`config.mk`:
```
export PLATFORM = sky130hd
export DESIGN_NAME = priv_trap_ctrl
export DESIGN_NICKNAME = d
export VERILOG_FILES = /design/src/rtl/pt_pkg.sv /design/src/rtl/pt_trap_select.sv /design/src/rtl/pt_mode_reg.sv /design/src/rtl/pt_sysregs.sv /design/src/rtl/priv_trap_ctrl.sv
export SDC_FILE = /design/constraint.sdc
export NUM_CORES = 1
export LEC_CHECK = 0
export ABC_CLOCK_PERIOD_IN_PS = 1800
export BUFFER_PORTS_ARGS = -buffer_cell sky130_fd_sc_hd__buf_4
export CORE_UTILIZATION = 35
export CTS_CLUSTER_SIZE = 14
export DETAILED_ROUTE_END_ITERATION = 8
export PLACE_DENSITY = 0.6
export SLEW_MARGIN = 20
export SYNTH_ARGS = -nofsm -noshare
export SYNTH_HDL_FRONTEND = slang
export SYNTH_SLANG_ARGS = --single-unit
```
`constraint.sdc`:
```
create_clock -name clk -period 1.8 [get_ports clk]
set_input_delay 0.18 -clock clk [delete_from_list [all_inputs] [get_ports clk]]
set_output_delay 0.18 -clock clk [all_outputs]
set_load 0.01 [all_outputs]
```
`src/rtl/pt_pkg.sv`:
```
package pt_pkg;

   typedef enum logic [4:0] {
      CC_IRQ     = 5'd0,
      CC_PAGE    = 5'd1,
      CC_PROT    = 5'd2,
      CC_SYSCALL = 5'd8,
      CC_ILLEGAL = 5'd10
   } cause_e;

   localparam int CODE_W = 5;

   typedef enum logic {
      SR_EPC   = 1'b0,
      SR_CAUSE = 1'b1
   } sreg_e;

   typedef struct packed {
      logic       take;
      logic       is_sync;
      logic       is_irq;
      logic       illegal;
      logic [4:0] code;
   } trap_t;

endpackage

```
`src/rtl/pt_trap_select.sv`:
```
module pt_trap_select
   import pt_pkg::*;
#(
   parameter int XLEN        = 32,
   parameter int NIRQ        = 4,
   parameter int INSTR_BYTES = 4
) (
   input  logic               kernel_i,
   input  logic               ie_i,
   input  logic               retire_i,
   input  logic               syscall_i,
   input  logic               fault_i,
   input  logic [CODE_W-1:0]  fault_code_i,
   input  logic [NIRQ-1:0]    irq_i,
   input  logic               eret_i,
   input  logic               sreg_rd_i,
   input  logic               sreg_wr_i,
   input  logic [XLEN-1:0]    pc_i,
   output trap_t              trap_o,
   output logic [XLEN-1:0]    trap_epc_o,
   output logic               eret_ok_o,
   output logic               sreg_ok_o
);

   localparam logic [XLEN-1:0] STEP = XLEN'(INSTR_BYTES);

   logic priv_req;
   logic illegal;
   logic sync_req;
   logic irq_any;
   logic irq_take;

   assign priv_req = sreg_rd_i | sreg_wr_i | eret_i;
   assign illegal  = ~kernel_i & priv_req;
   assign sync_req = illegal | fault_i | syscall_i;
   assign irq_any  = |irq_i;
   assign irq_take = irq_any & ie_i & retire_i & ~sync_req;

   always_comb begin
      trap_o         = '0;
      trap_o.take    = sync_req | irq_take;
      trap_o.is_sync = sync_req;
      trap_o.is_irq  = irq_take;
      trap_o.illegal = illegal;
      if (illegal)        trap_o.code = CC_ILLEGAL;
      else if (fault_i)   trap_o.code = fault_code_i;
      else if (syscall_i) trap_o.code = CC_SYSCALL;
      else                trap_o.code = CC_IRQ;
   end

   assign trap_epc_o = irq_take ? (pc_i + STEP) : pc_i;
   assign eret_ok_o  = kernel_i & eret_i & ~sync_req;
   assign sreg_ok_o  = kernel_i & ~sync_req;

endmodule

```
`src/rtl/pt_mode_reg.sv`:
```
module pt_mode_reg (
   input  logic clk,
   input  logic rst_n,
   input  logic trap_i,
   input  logic eret_i,
   output logic kernel_o,
   output logic ie_o
);

   logic kernel_q;
   logic ie_q;

   always_ff @(posedge clk) begin
      if (!rst_n) begin
         kernel_q <= 1'b1;
         ie_q     <= 1'b0;
      end else if (trap_i) begin
         kernel_q <= 1'b1;
         ie_q     <= 1'b0;
      end else if (eret_i) begin
         kernel_q <= 1'b0;
         ie_q     <= 1'b1;
      end
   end

   assign kernel_o = kernel_q;
   assign ie_o     = ie_q;

   p_trap_enters_kernel_r2: assert property (@(posedge clk) disable iff (!rst_n)
      trap_i |=> (kernel_q && !ie_q))
      else $error("trap did not enter kernel with interrupts masked");

   p_eret_restores_user_r6: assert property (@(posedge clk) disable iff (!rst_n)
      (eret_i && !trap_i) |=> (!kernel_q && ie_q))
      else $error("return did not restore user mode and enable");

endmodule

```
`src/rtl/pt_sysregs.sv`:
```
module pt_sysregs
   import pt_pkg::*;
#(
   parameter int XLEN        = 32,
   parameter int NIRQ        = 4,
   parameter int PEND_LSB    = 8,
   parameter int INSTR_BYTES = 4
) (
   input  logic              clk,
   input  logic              rst_n,
   input  logic              capture_i,
   input  logic [XLEN-1:0]   cap_epc_i,
   input  logic [CODE_W-1:0] cap_code_i,
   input  logic              wr_en_i,
   input  logic              rd_en_i,
   input  logic              sel_i,
   input  logic [XLEN-1:0]   wdata_i,
   input  logic [NIRQ-1:0]   irq_i,
   output logic [XLEN-1:0]   epc_o,
   output logic [XLEN-1:0]   rdata_o
);

   localparam int ALIGN = (INSTR_BYTES > 1) ? $clog2(INSTR_BYTES) : 0;

   logic [XLEN-1:0]   epc_q;
   logic [CODE_W-1:0] code_q;
   logic [XLEN-1:0]   wdata_al;
   logic [XLEN-1:0]   cause_view;

   generate
      if (ALIGN > 0) begin : g_align
         assign wdata_al = {wdata_i[XLEN-1:ALIGN], {ALIGN{1'b0}}};
      end else begin : g_noalign
         assign wdata_al = wdata_i;
      end
   endgenerate

   always_ff @(posedge clk) begin
      if (!rst_n) begin
         epc_q  <= '0;
         code_q <= '0;
      end else if (capture_i) begin
         epc_q  <= cap_epc_i;
         code_q <= cap_code_i;
      end else if (wr_en_i) begin
         if (sel_i == SR_EPC) epc_q  <= wdata_al;
         else                 code_q <= wdata_i[CODE_W-1:0];
      end
   end

   always_comb begin
      cause_view                     = '0;
      cause_view[CODE_W-1:0]         = code_q;
      cause_view[PEND_LSB +: NIRQ]   = irq_i;
   end

   assign epc_o   = epc_q;
   assign rdata_o = !rd_en_i ? '0 : ((sel_i == SR_CAUSE) ? cause_view : epc_q);

   p_capture_epc_r2: assert property (@(posedge clk) disable iff (!rst_n)
      capture_i |=> (epc_q == $past(cap_epc_i) && code_q == $past(cap_code_i)))
      else $error("trap values not captured");

   p_write_dropped_on_trap_r10: assert property (@(posedge clk) disable iff (!rst_n)
      (capture_i && wr_en_i) |=> (epc_q == $past(cap_epc_i)))
      else $error("write overrode trap capture");

endmodule

```
`src/rtl/priv_trap_ctrl.sv`:
```
module priv_trap_ctrl
   import pt_pkg::*;
#(
   parameter int              XLEN        = 32,
   parameter int              NIRQ        = 4,
   parameter int              INSTR_BYTES = 4,
   parameter int              PEND_LSB    = 8,
   parameter logic [XLEN-1:0] HANDLER     = 32'h8000_0180
) (
   input  logic              clk,
   input  logic              rst_n,
   input  logic [XLEN-1:0]   pc_i,
   input  logic              retire_i,
   input  logic              syscall_i,
   input  logic              fault_i,
   input  logic [4:0]        fault_code_i,
   input  logic [NIRQ-1:0]   irq_i,
   input  logic              eret_i,
   input  logic              sreg_rd_i,
   input  logic              sreg_wr_i,
   input  logic              sreg_sel_i,
   input  logic [XLEN-1:0]   sreg_wdata_i,
   output logic [XLEN-1:0]   sreg_rdata_o,
   output logic              redirect_o,
   output logic [XLEN-1:0]   redirect_pc_o,
   output logic              kernel_mode_o,
   output logic              irq_en_o,
   output logic              illegal_o
);

   generate
      if (XLEN < 16) begin : g_bad_xlen
         $error("XLEN must be at least 16");
      end
      if (NIRQ < 1 || PEND_LSB + NIRQ > XLEN) begin : g_bad_nirq
         $error("NIRQ does not fit in the cause register");
      end
      if (PEND_LSB < CODE_W) begin : g_bad_pend
         $error("pending field overlaps the cause code");
      end
      if (INSTR_BYTES < 1 || (INSTR_BYTES & (INSTR_BYTES - 1)) != 0) begin : g_bad_step
         $error("INSTR_BYTES must be a power of two");
      end
   endgenerate

   trap_t           trap;
   logic [XLEN-1:0] trap_epc;
   logic            eret_ok;
   logic            sreg_ok;
   logic            kernel;
   logic            ie;
   logic [XLEN-1:0] epc;
   logic [XLEN-1:0] rdata;

   logic            redirect_q;
   logic [XLEN-1:0] target_q;
   logic            illegal_q;

   pt_trap_select #(
      .XLEN(XLEN), .NIRQ(NIRQ), .INSTR_BYTES(INSTR_BYTES)
   ) u_select (
      .kernel_i     (kernel),
      .ie_i         (ie),
      .retire_i     (retire_i),
      .syscall_i    (syscall_i),
      .fault_i      (fault_i),
      .fault_code_i (fault_code_i),
      .irq_i        (irq_i),
      .eret_i       (eret_i),
      .sreg_rd_i    (sreg_rd_i),
      .sreg_wr_i    (sreg_wr_i),
      .pc_i         (pc_i),
      .trap_o       (trap),
      .trap_epc_o   (trap_epc),
      .eret_ok_o    (eret_ok),
      .sreg_ok_o    (sreg_ok)
   );

   pt_mode_reg u_mode (
      .clk      (clk),
      .rst_n    (rst_n),
      .trap_i   (trap.take),
      .eret_i   (eret_ok),
      .kernel_o (kernel),
      .ie_o     (ie)
   );

   pt_sysregs #(
      .XLEN(XLEN), .NIRQ(NIRQ), .PEND_LSB(PEND_LSB), .INSTR_BYTES(INSTR_BYTES)
   ) u_regs (
      .clk        (clk),
      .rst_n      (rst_n),
      .capture_i  (trap.take),
      .cap_epc_i  (trap_epc),
      .cap_code_i (trap.code),
      .wr_en_i    (sreg_wr_i & sreg_ok),
      .rd_en_i    (sreg_rd_i & kernel),
      .sel_i      (sreg_sel_i),
      .wdata_i    (sreg_wdata_i),
      .irq_i      (irq_i),
      .epc_o      (epc),
      .rdata_o    (rdata)
   );

   always_ff @(posedge clk) begin
      if (!rst_n) begin
         redirect_q <= 1'b0;
         target_q   <= '0;
         illegal_q  <= 1'b0;
      end else begin
         redirect_q <= trap.take | eret_ok;
         target_q   <= trap.take ? HANDLER : epc;
         illegal_q  <= trap.take & trap.illegal;
      end
   end

   assign sreg_rdata_o  = rdata;
   assign redirect_o    = redirect_q;
   assign redirect_pc_o = target_q;
   assign kernel_mode_o = kernel;
   assign irq_en_o      = ie;
   assign illegal_o     = illegal_q;

   p_trap_target_r2: assert property (@(posedge clk) disable iff (!rst_n)
      trap.take |=> (redirect_o && redirect_pc_o == HANDLER))
      else $error("trap redirect target wrong");

   p_eret_target_r6: assert property (@(posedge clk) disable iff (!rst_n)
      eret_ok |=> (redirect_o && redirect_pc_o == $past(epc)))
      else $error("return redirect target wrong");

   p_masked_irq_held_r5: assert property (@(posedge clk) disable iff (!rst_n)
      (!ie && !trap.is_sync && !eret_ok) |=> !redirect_o)
      else $error("redirect while interrupts masked");

   p_user_read_zero_r7: assert property (@(posedge clk) disable iff (!rst_n)
      (!kernel_mode_o && sreg_rd_i) |-> (sreg_rdata_o == '0))
      else $error("user mode read leaked data");

   p_illegal_in_kernel_r7: assert property (@(posedge clk) disable iff (!rst_n)
      illegal_o |-> (kernel_mode_o && !irq_en_o))
      else $error("illegal flag without kernel entry");

endmodule

```
== Yosys cells after proc, flatten, opt, wreduce, memory -nomap -nowiden ==
Cells that the tools add are included.

* Flip-flop bits (word level): 73

* Mux-type cells: 13
* Bitwise logic cells: 19
* Equality and inequality tests: 1
* Add/sub/neg operators: 1
* Reduce and logical (&&, ||, !) cells: 6

{| class="wikitable"
|+ Operators by type and width
! kind !! number
|-
| 32-bit 2-to-1 mux || 7
|-
| 32-bit by 3-bit adder with 32-bit output (second input constant) || 1
|-
| 5-bit 2-to-1 mux || 5
|-
| 1-bit bitwise AND || 10
|-
| 1-bit OR || 6
|-
| 4-bit 2-to-1 mux || 1
|-
| 2-bit AND reduction || 2
|-
| 2-bit nonzero test || 2
|-
| 4-bit OR reduction || 1
|-
| 1-bit NOT || 3
|-
| 2-bit by 1-bit inequality test with 1-bit output (second input constant) || 1
|-
| 2-bit OR reduction || 1
|}

== Logic depth before layout (Yosys ltp) ==
Gate-level depths: netlist of run 1.

* Word-level depth: 10
* Mapped depth: 8
* Mapped depth without buffers: 6

== Hierarchy ==
Synthesis of run 1 repeated with hierarchy kept, for this count alone.

* Cell total of the unflattened synthesis: 410
* Area, all modules: 3806.2 µm²

{| class="wikitable"
|+ By module, submodules not included
! module !! times used !! area an instance (µm²) !! cells each
|-
| pt_sysregs || 1 || 1924.3 || 211
|-
| priv_trap_ctrl || 1 || 1041.0 || 76
|-
| pt_trap_select || 1 || 770.7 || 117
|-
| pt_mode_reg || 1 || 70.1 || 6
|}

== Worst setup path after synthesis of run 1 ==
No wires, ideal clock.

* Path type: input to register
* From: input irq_i[0]
* To: register u_mode.kernel_q (netlist: u_mode.kernel_o)
* Path buffers: 2
* Stages: 6
* Arrival time: 1.692 ns
* Library setup time: 0.114 ns
* Path slack: -0.006 ns
* Path through: or4_1 -> a221oi_2 -> buf_2 -> buf_4 -> nand2_1 -> a21o_1

* Cells in the longest elaborated chain, start to end: 6

{| class="wikitable"
|+ Ends and longest elaborated chain
! what !! RTL line !! source
|-
| from (decl) || priv_trap_ctrl.sv:17 || <nowiki>input logic [NIRQ-1:0] irq_i,</nowiki>
|-
| 4-bit OR reduction || pt_trap_select.sv:36 || <nowiki>assign irq_any = |irq_i;</nowiki>
|-
| 1-bit bitwise AND (3 in series) || pt_trap_select.sv:37 || <nowiki>assign irq_take = irq_any & ie_i & retire_i & ~sync_req;</nowiki>
|-
| 1-bit OR || pt_trap_select.sv:41 || <nowiki>trap_o.take = sync_req | irq_take;</nowiki>
|-
| 2-bit OR reduction (no line) || -- ||
|-
| to (signal assigned) || pt_mode_reg.sv:15 || <nowiki>kernel_q <= 1'b1;</nowiki>
|-
| to (signal assigned) || pt_mode_reg.sv:18 || <nowiki>kernel_q <= 1'b1;</nowiki>
|-
| to (signal assigned) || pt_mode_reg.sv:21 || <nowiki>kernel_q <= 1'b0;</nowiki>
|-
| to (decl) || pt_mode_reg.sv:10 || <nowiki>logic kernel_q;</nowiki>
|}

No other way between the ends.
A chain may end at the register's enable or synchronous reset.

== Worst setup path in the final report of run 1 ==
* From: register u_mode.ie_q (netlist: u_mode.ie_o)
* To: register u_regs.epc_q[29] (netlist: u_regs.epc_o[29])

* Cells in the longest elaborated chain, start to end: 6
* Elaborated cells between the ends (all ways): 9
* Those cells by class: eq/ne: 1; mux: 2; bitwise: 4; reduce/logical: 2

{| class="wikitable"
|+ Ends and longest elaborated chain
! what !! RTL line !! source
|-
| from (decl) || pt_mode_reg.sv:11 || <nowiki>logic ie_q;</nowiki>
|-
| from (signal assigned) || pt_mode_reg.sv:16 || <nowiki>ie_q <= 1'b0;</nowiki>
|-
| from (signal assigned) || pt_mode_reg.sv:19 || <nowiki>ie_q <= 1'b0;</nowiki>
|-
| from (signal assigned) || pt_mode_reg.sv:22 || <nowiki>ie_q <= 1'b1;</nowiki>
|-
| 1-bit bitwise AND (*) (3 in series) || pt_trap_select.sv:37 ||
|-
| 1-bit OR || pt_trap_select.sv:41 ||
|-
| 2-bit by 1-bit inequality test with 1-bit output (no line) / 2-bit nonzero test (equally long branches) || -- ||
|-
| 2-bit AND reduction (no line) || -- ||
|-
| to (signal assigned) || pt_sysregs.sv:43 || <nowiki>epc_q <= cap_epc_i;</nowiki>
|-
| to (signal assigned) || pt_sysregs.sv:46 || <nowiki>if (sel_i == SR_EPC) epc_q <= wdata_al;</nowiki>
|-
| to (decl) || pt_sysregs.sv:25 || <nowiki>logic [XLEN-1:0] epc_q;</nowiki>
|}

Every way passes the cells marked *; elsewhere a longest branch is shown, timed or not.

==> impl_metrics.yaml, run 1 <==
synth:
  yosysWarnings: 0
  synthDistinctLibCells: 52
  synth_ff_type: "dfxtp_1"
  netlist_area_um2: 3850
  synth_area_leaders: "dfxtp_1, nand2_1, and3_1"
  synthMostInstantiatedCell: "nand2_1"
  synth.net_count: 583
  post_synth.cell_area_avg_um2: 7.70
  ys_seq_elements: 73
  ys_seq_area_share_pct: 37.9
  yosysTopAreaCell: "dfxtp_1"
  synth_top_area_share_pct: 37.9
  syn-instance-count: 500
  ys_async_sr_fraction_pct: 0
  synth_edf_count: 0
  yosys-top-cells-count: "nand2_1, dfxtp_1, nand3_1, and3_1, a21oi_1"
detailed_routing:
  wire_per_inst_um: 16.5
  avgViaCountPerCell: 5.27
  drcViolationCount: 0
  via_count: 4352
  wirelength_mm: 13.7
  postRouteAntennaNets: 0
  first_iter_violations: 221
  drtPass1Iterations: 5
sta:
  layout_setup_ws_ns: 0.0389
  setup_viol: 0
  fin_crit_sh_pct: 97.8
  hold_violations: 0
  min_period_ns: 1.76
  tightest_slew_ns: 0.667
  skew_ns: 0.00995
  relSlewSlack_pct: 55.5
  fmaxAchievable_mhz: 568
  slew_viol_final: 0
clock_network:
  clk_latency_ns: 0.35
  clkTransAtPathRegs_ns: 0.08
  tritoncts: "done"
  cts_buffers: 9
  cts.path.max_buffers: 2
  clock-sinks: 73
  hold_buffers: 0
  root_buffer: "clkbuf_8"
  htreeDepth: 3
floorplanning:
  start_util_pct: 36.7
  ioPinCount: 150
  die_w_um: 107
  rows: 37
  die_y_um: 107
  die_area_um2: 11400
  core_um2: 10500
setup_path:
  path_buf_inv: 1
  cp.arrival_ns: 2.04
  slowest_stage: "nor4_1"
  worstPathCellList: "and2_1 -> nand2_1 -> buf_4 -> nor4_1 -> o311ai_0 -> a31oi_1"
  max_stage_delay_ns: 0.44
  crit_required_ns: 2.08
  crit_type: "flop to flop"
  r2r_cells: 6
  critPathMaxFanout: 5
  cp-end-kind: "flop"
  path_delay_family: "simple AND/OR/NAND/NOR gates"
  crit_cells: 6
  cp-start-kind: "flop"
place:
  finalWeightedCongestion: 0.871
  io_buffers: 149
  place_ws_ns: -0.267
  hpwlAfterDp_mm: 9.88
  dp_cells: 807
power:
  irDropWorstVdd_v: 0.000431
  clkPwrFrac_pct: 36.5
  pwr_density_cell_nw_per_um2: 682
  p_switching_w: 0.00105
  swShare_pct: 26.6
  power_w: 0.00393
  p_comb_share_pct: 19.3
  power.leakage_nw: 2.66
  intPower_w: 0.00288
  pwr-share-seq_pct: 44.3
global_route:
  grt_pass1_wl_mm: 21.2
  antenna_found_initial: 0
  grt_usage_pct: 23.9
  grt_max_degree: 38
  grt-ovfl-total: 0
  first_global_vias: 4232
cells_and_area:
  insertedDiodeCount: 0
  final_util_pct: 54.8
  drive_gt1_share_pct: 34.2
  nets: 769
  fill_cells: 1018
  layoutNonFillerInstCount: 826
  areaGrowthSynthToFinish_pct: 49.5
job:
  drv_cap: 0
min_path:
  min_path_type: "input port to flop"
  holdPathStages: 2
outcome:
  status: "finished, final reports clean"
## per-stage QoR
stage | setup TNS, ns | hold WS (ns) | cell area [um2]
final | 0 | 0.0436 | 5760
after global routing | -0.0124 | 0.0392 | 5760
after CTS | 0 | 0.0350 | 5690
after detailed placement | -6.85 | 0.412 | 5450
after global placement | -5.82 | 0.408 | 5450
after floorplan | 0 | 0.282 | 3860
## power groups by stage
stage	registers, W	logic [W]	clock network, W
after floorplan	0.00177	0.000325	0
final	0.00174	0.000757	0.00143
after global routing	0.00175	0.000827	0.00153
after global placement	0.00177	0.000724	0
after CTS	0.00174	0.000744	0.00145
after detailed placement	0.00178	0.000732	0
## area by class of cell
| class | count | area [um2] | share of cell area (%) |
|---|---|---|---|
| multi-input cells | 390 | 2290 | 39.8 |
| repair buffers | 209 | 1610 | 28.0 |
| flip-flops and latches | 73 | 1470 | 25.4 |
| well taps | 136 | 170 | 2.95 |
| clock buffers | 12 | 145 | 2.52 |
| clock inverters | 3 | 65.1 | 1.13 |
| inverters | 3 | 11.3 | 0.196 |
## cells by family after synthesis
family | count (synthesis) | synth area share (%)
DFF | 73 | 37.9
and+or+nand+nor | 275 | 36.3
AOI/OAI and AO/OA | 84 | 14.0
xor gates and xnor gates | 16 | 3.64
adders and majority gates | 1 | 0.325
buffers and inverters | 37 | 4.06
muxes | 14 | 3.70
## sequential cells by signal, summed over array words and instances (netlist names)
register and flops:
redirect_pc_o 32, u_regs.epc_o 32, u_regs.code_q 5, illegal_o 1, redirect_o 1, u_mode.ie_o 1
u_mode.kernel_o 1
## worst register-to-register path, delay by kind of cell (launching register included)
family,cells,cell delay [ns]
compound gates,2,0.36
simple gates,3,0.78
flops,1,0.39
buf+inv,1,0.17
## metal layers
layer / track usage [%] / up-vias / share of wire [%] / wire (um)
li1: - / 2137 / - / -
met1: 32.1 / 2015 / 46 / 6240
met4: 8.51 / 0 / 2.0 / 273
met3: 3.95 / 21 / 6.8 / 922
met5: 0 / - / 0 / 0
met2: 38.4 / 179 / 46 / 6220
## path summary, 6_finish.rpt
path,from,end,slack [ns]
setup reg to reg,u_mode.ie_o,u_regs.epc_o[29],0.04
hold / removal,pc_i[10],u_regs.epc_o[10],0.04
hold reg to reg,u_regs.epc_o[0],u_regs.epc_o[0],0.48
setup / recovery,u_mode.ie_o,u_regs.epc_o[29],0.04
## cells in the final DEF, fill, tap and decap left out, types with 3 or more instances in the layout
cell type	netlist	final
buf_4	1	202
nand2_1	97	96
dfxtp_1	73	72
nand3_1	40	40
and3_1	35	35
a21oi_1	33	33
and2_1	31	30
nor2_1	19	17
o21ai_0	17	17
mux2i_1	12	12
nand4_1	11	11
nor4_1	12	11
xor2_1	10	10
clkbuf_8	0	10
nor3_1	9	8
xnor2_1	6	6
a31oi_1	6	6
and4_1	5	5
buf_6	1	5
or4_1	4	4
o21a_1	4	4
inv_1	3	3
or3_1	3	3
## timing repair
action | 4_1_cts | 5_1_grt
cloned | 1 | 2
endpoints found under the setup margin | 37 | 26
resized for setup | 7 | 13
buffers inserted | 0 | 1
pin swaps | 0 | 1
Note: power is estimated with default switching activity, not from simulation.
==> inputs of run 2 (changes only) <==
--- a/config.mk
+++ b/config.mk
@@ -11,6 +11,7 @@
 export CTS_CLUSTER_SIZE = 14
 export DETAILED_ROUTE_END_ITERATION = 8
 export PLACE_DENSITY = 0.6
+export REMOVE_ABC_BUFFERS = 1
 export SLEW_MARGIN = 20
 export SYNTH_ARGS = -nofsm -noshare
 export SYNTH_HDL_FRONTEND = slang
==> impl_metrics.yaml, run 2 (synthesized netlist as in run 1, its figures left out) <==
outcome:
  status: "finished, final reports clean"
cells_and_area:
  layoutNonFillerInstCount: 827
  insertedDiodeCount: 0
  multiInputGateArea_um2: 2290
  areaGrowthSynthToFinish_pct: 48.5
  fill_cells: 995
  mostFrequentLayoutCell: "buf_4"
  nets: 771
  mostFrequentLayoutCells: "buf_4, nand2_1, dfxtp_1"
  drive_gt1_share_pct: 34.7
  final_util_pct: 54.4
  seq_area_um2: 1470
setup_path:
  cp-end-kind: "primary output"
  timing.rr.start: "u_mode.kernel_o"
  r2r_cells: 5
  crit_required_ns: 1.62
  reg2reg_slack_ns: 0.16
  cp-start-kind: "flop"
  crit_type: "flop to primary output"
  cp.arrival_ns: 1.58
  r2r-end: "u_regs.epc_o[31]"
  critPathMaxFanout: 6
global_route:
  grt_pass1_wl_mm: 20.8
  grt_max_degree: 43
  grt_usage_pct: 23.3
  first_global_vias: 4122
  antenna_found_initial: 0
  grt-ovfl-total: 0
detailed_routing:
  avgViaCountPerCell: 5.30
  drtPass1Iterations: 5
  drcViolationCount: 0
  wirelength_mm: 13.7
  wire_per_inst_um: 16.5
  first_iter_violations: 241
  postRouteAntennaNets: 0
  via_count: 4383
sta:
  tightest_slew_ns: 0.637
  layout_setup_ws_ns: 0.0390
  relSlewSlack_pct: 57.5
  grt_setup_unrepaired: "true"
  setup_viol: 0
  slew_viol_final: 0
  min_period_ns: 1.76
  skew_ns: 0.00703
  hold_violations: 0
  fmaxAchievable_mhz: 568
  worst_hold_slack_ns: 0.0630
  fin_crit_sh_pct: 97.8
min_path:
  min_path_type: "input port to flop"
  min_from: "pc_i[10]"
  holdPathStages: 2
  hold_path_end: "u_regs.epc_o[10]"
power:
  pwr-share-seq_pct: 48.7
  swShare_pct: 28.6
  p_comb_share_pct: 21.1
  pwr_density_cell_nw_per_um2: 624
  clkPwrFrac_pct: 30.1
  intPower_w: 0.00255
  power.leakage_nw: 2.66
  p_switching_w: 0.00102
  irDropWorstVdd_v: 0.000319
place:
  dp_cells: 806
  place_ws_ns: -0.183
  finalWeightedCongestion: 0.879
  hpwlAfterDp_mm: 9.92
  io_buffers: 149
clock_network:
  htreeDepth: 3
  clk_latency_ns: 0.35
  clkTransAtPathRegs_ns: 0.07
  root_buffer: "clkbuf_8"
  clock-sinks: 73
  cts_buffers: 9
  cts.path.max_buffers: 2
  tritoncts: "done"
job:
  drv_cap: 0
floorplanning:
  core_um2: 10500
  die_y_um: 107
  rows: 37
  die_area_um2: 11400
  start_util_pct: 36.7
  ioPinCount: 150
  die_w_um: 107
[run 2: cell types whose count changed in the layout (fill, tap and decap cells not counted), sizes merged]
cell,before,now
bufinv,2,0
clkinvlp,0,1
buf,209,210
clkbuf,12,11
clkinv,1,3
[run 2: worst max-delay path by stage]
| stage | startpoint | endpoint | slack [ns] | depth (start not counted) |
|---|---|---|---|---|
| final | u_mode.kernel_o | sreg_rdata_o[13] | 0.04 | 6 |
| after global routing | u_mode.kernel_o | sreg_rdata_o[19] | -0.01 | 6 |
| after CTS | u_mode.ie_o | u_regs.epc_o[29] | 0.04 | 6 |
| after detailed placement | irq_i[0] | u_regs.epc_o[29] | -0.18 | 7 |
| after global placement | irq_i[0] | u_regs.epc_o[29] | -0.16 | 7 |
| after floorplan | sreg_rd_i | u_regs.epc_o[29] | -1.07 | 4 |
[run 2: layout make-up]
class                   instances  area share [%]
flip-flops and latches         73            25.6
clock inverters                 4           0.394
multi-input cells             390            40.0
well taps                     136            2.97
clock buffers                  10            2.23
inverters                       3           0.197
repair buffers                211            28.5
[run 2: stage by stage]
stage               total power [W]  setup TNS, ns  area [um2]
finish                      0.00357              0        5720
global route                0.00374        -0.0458        5720
CTS                         0.00357              0        5600
detailed placement          0.00250          -4.41        5430
global placement            0.00249          -4.42        5430
floorplan                   0.00206         -54.97        3710
[run 2: worst max-delay path: stages, from the launching register on]
cell	delay [ns]
dfxtp_4	0.38
buf_6	0.11
nand2_2	0.07
nor2_4	0.23
clkbuf_16	0.20
and2_1	0.13
buf_4	0.12
[run 2: layer usage]
metal	global-route usage [%]	wire [um]	vias up
li1	-	-	2139
met1	30.7	6100	2035
met2	38.7	6360	188
met3	3.89	935	21
met4	7.14	267	0
met5	0	0	-
[run 2: timing repair]
item                                   4_1_cts  5_1_grt
setup buffers                                0        5
hold buffers                                 0        0
setup endpoints to repair                   34       24
gates resized for setup                      4       15
pin swaps                                    0        1
endpoints found under the hold margin        0        0
cloned                                       0        2
[run 2: power by group through the flow]
| stage | clock network [W] | registers (W) | logic, W |
|---|---|---|---|
| after global placement | 0 | 0.00178 | 0.000717 |
| final | 0.00107 | 0.00174 | 0.000754 |
| after CTS | 0.00110 | 0.00174 | 0.000731 |
| after global routing | 0.00117 | 0.00175 | 0.000823 |
| after floorplan | 0 | 0.00177 | 0.000286 |
| after detailed placement | 0 | 0.00178 | 0.000725 |
==> inputs of run 3 (changes only) <==
--- a/config.mk
+++ b/config.mk
@@ -7,10 +7,10 @@
 export LEC_CHECK = 0
 export ABC_CLOCK_PERIOD_IN_PS = 1800
 export BUFFER_PORTS_ARGS = -buffer_cell sky130_fd_sc_hd__buf_4
-export CORE_UTILIZATION = 35
+export CORE_UTILIZATION = 30
 export CTS_CLUSTER_SIZE = 14
 export DETAILED_ROUTE_END_ITERATION = 8
-export PLACE_DENSITY = 0.6
+export RECOVER_POWER = 100
 export REMOVE_ABC_BUFFERS = 1
 export SLEW_MARGIN = 20
 export SYNTH_ARGS = -nofsm -noshare
==> impl_metrics.yaml, run 3 (synthesized netlist as in run 1, its figures left out) <==
sta:
  worst_hold_slack_ns: 0.0567
  tightest_slew_ns: 0.526
  skew_ns: 0.00469
  setup_viol: 0
  fmaxAchievable_mhz: 575
  hold_violations: 0
  slew_viol_final: 0
  tns_ns: 0
  fin_crit_sh_pct: 96.6
  relSlewSlack_pct: 64.9
  min_period_ns: 1.74
  grt_setup_unrepaired: "true"
setup_path:
  crit_type: "flop to primary output"
  max_stage_delay_ns: 0.38
  critPathMaxFanout: 12
  cp-end-kind: "primary output"
  reg2reg_slack_ns: 0.08
  cp-start-kind: "flop"
  worstPathCellList: "buf_6 -> nand2_2 -> nor2_4 -> buf_6 -> buf_12 -> and2_1 -> buf_4"
  slowest_stage: "dfxtp_4"
  r2r-end: "u_regs.epc_o[29]"
  r2r_cells: 6
  crit_top_cell: "buf_6"
  timing.rr.start: "u_mode.ie_o"
  cp.arrival_ns: 1.56
  crit_required_ns: 1.62
detailed_routing:
  wirelength_mm: 13.9
  via_count: 4319
  first_iter_violations: 284
  avgViaCountPerCell: 5.02
  wire_per_inst_um: 16.2
  postRouteAntennaNets: 0
  drcViolationCount: 0
  drtPass1Iterations: 4
floorplanning:
  rows: 41
  ioPinCount: 150
  die_y_um: 115
  start_util_pct: 30.7
  die_w_um: 115
  core_um2: 12600
  die_area_um2: 13300
clock_network:
  cts.path.max_buffers: 2
  cts_buffers: 9
  clk_latency_ns: 0.34
  root_buffer: "clkbuf_16"
  clock-sinks: 73
  clkTransAtPathRegs_ns: 0.06
  htreeDepth: 3
  tritoncts: "done"
  hold_buffers: 0
min_path:
  min_from: "pc_i[29]"
  holdPathStages: 2
  hold_path_end: "u_regs.epc_o[29]"
  min_path_type: "input port to flop"
global_route:
  grt-ovfl-total: 0
  first_global_vias: 4093
  grt_usage_pct: 20.8
  grt_pass1_wl_mm: 21.0
  grt_max_degree: 47
  antenna_found_initial: 0
power:
  irDropWorstVdd_v: 0.000357
  pwr_density_cell_nw_per_um2: 720
  power.leakage_nw: 2.52
cells_and_area:
  drive_gt1_share_pct: 28.7
  insertedDiodeCount: 0
  nets: 768
  mostFrequentLayoutCell: "buf_4"
  mostFrequentLayoutCells: "buf_4, nand2_1, dfxtp_1"
  layoutNonFillerInstCount: 861
  fill_cells: 1330
  areaGrowthSynthToFinish_pct: 48.1
place:
  dp_cells: 842
  hpwlAfterDp_mm: 10.3
  finalWeightedCongestion: 0.854
  io_buffers: 149
job:
  drv_cap: 0
outcome:
  status: "finished, final reports clean"
-- run 3: report_power, final --
| group | total (W) | internal (W) | switching, W |
|---|---|---|---|
| Clock | 0.00164 | 0.000959 | 0.000682 |
| Sequential | 0.00174 | 0.00170 | 0.0000445 |
| Combinational | 0.000725 | 0.000350 | 0.000375 |
-- run 3: final cells by class --
type	count	area [um2]	share of cell area [%]
clock buffers	12	246	4.32
clock inverters	3	17.5	0.307
inverters	3	11.3	0.197
multi-input cells	390	2280	40.0
flip-flops and latches	73	1470	25.7
well taps	172	215	3.77
repair buffers	208	1470	25.8
-- run 3: worst max-delay path: cells and delay by family, from the launching register on --
family / cells / cell delay (ns)
buffers and inverters: 4 / 0.48
flip-flops: 1 / 0.38
AND/OR/NAND/NOR: 3 / 0.35
-- run 3: how the worst max path moves through the flow --
stage	from	end	depth (start not counted)
final	u_mode.kernel_o	sreg_rdata_o[15]	7
after global routing	u_mode.kernel_o	sreg_rdata_o[27]	6
after CTS	u_mode.ie_o	u_regs.epc_o[21]	7
after detailed placement	irq_i[0]	u_regs.epc_o[29]	7
after global placement	sreg_rd_i	u_regs.epc_o[31]	6
after floorplan	sreg_rd_i	u_regs.epc_o[29]	4
-- run 3: per-stage QoR --
step	utilization (%)	setup slack, ns	cell area [um2]	total power, W
floorplan	-	-1.07	3710	0.00206
global placement	43.9	-0.200	5520	0.00250
detailed placement	43.9	-0.232	5520	0.00251
CTS	46.1	0.0347	5790	0.00415
global route	45.4	-0.0117	5710	0.00429
finish	45.4	0.0617	5710	0.00411
-- run 3: layer usage --
layer	GRT usage, %	vias up	routed length [um]
li1	-	2141	-
met1	25.8	2006	6180
met2	35.1	150	6640
met3	4.69	22	821
met4	7.19	0	292
met5	0	-	0
-- run 3: timing repair --
action | 4_1_cts | 5_1_grt
buffers inserted | 0 | 3
resized for setup | 3 | 15
pin swaps | 0 | 1
endpoints found under the setup margin | 31 | 29
gates cloned | 0 | 1
endpoints found under the hold margin | 0 | 0
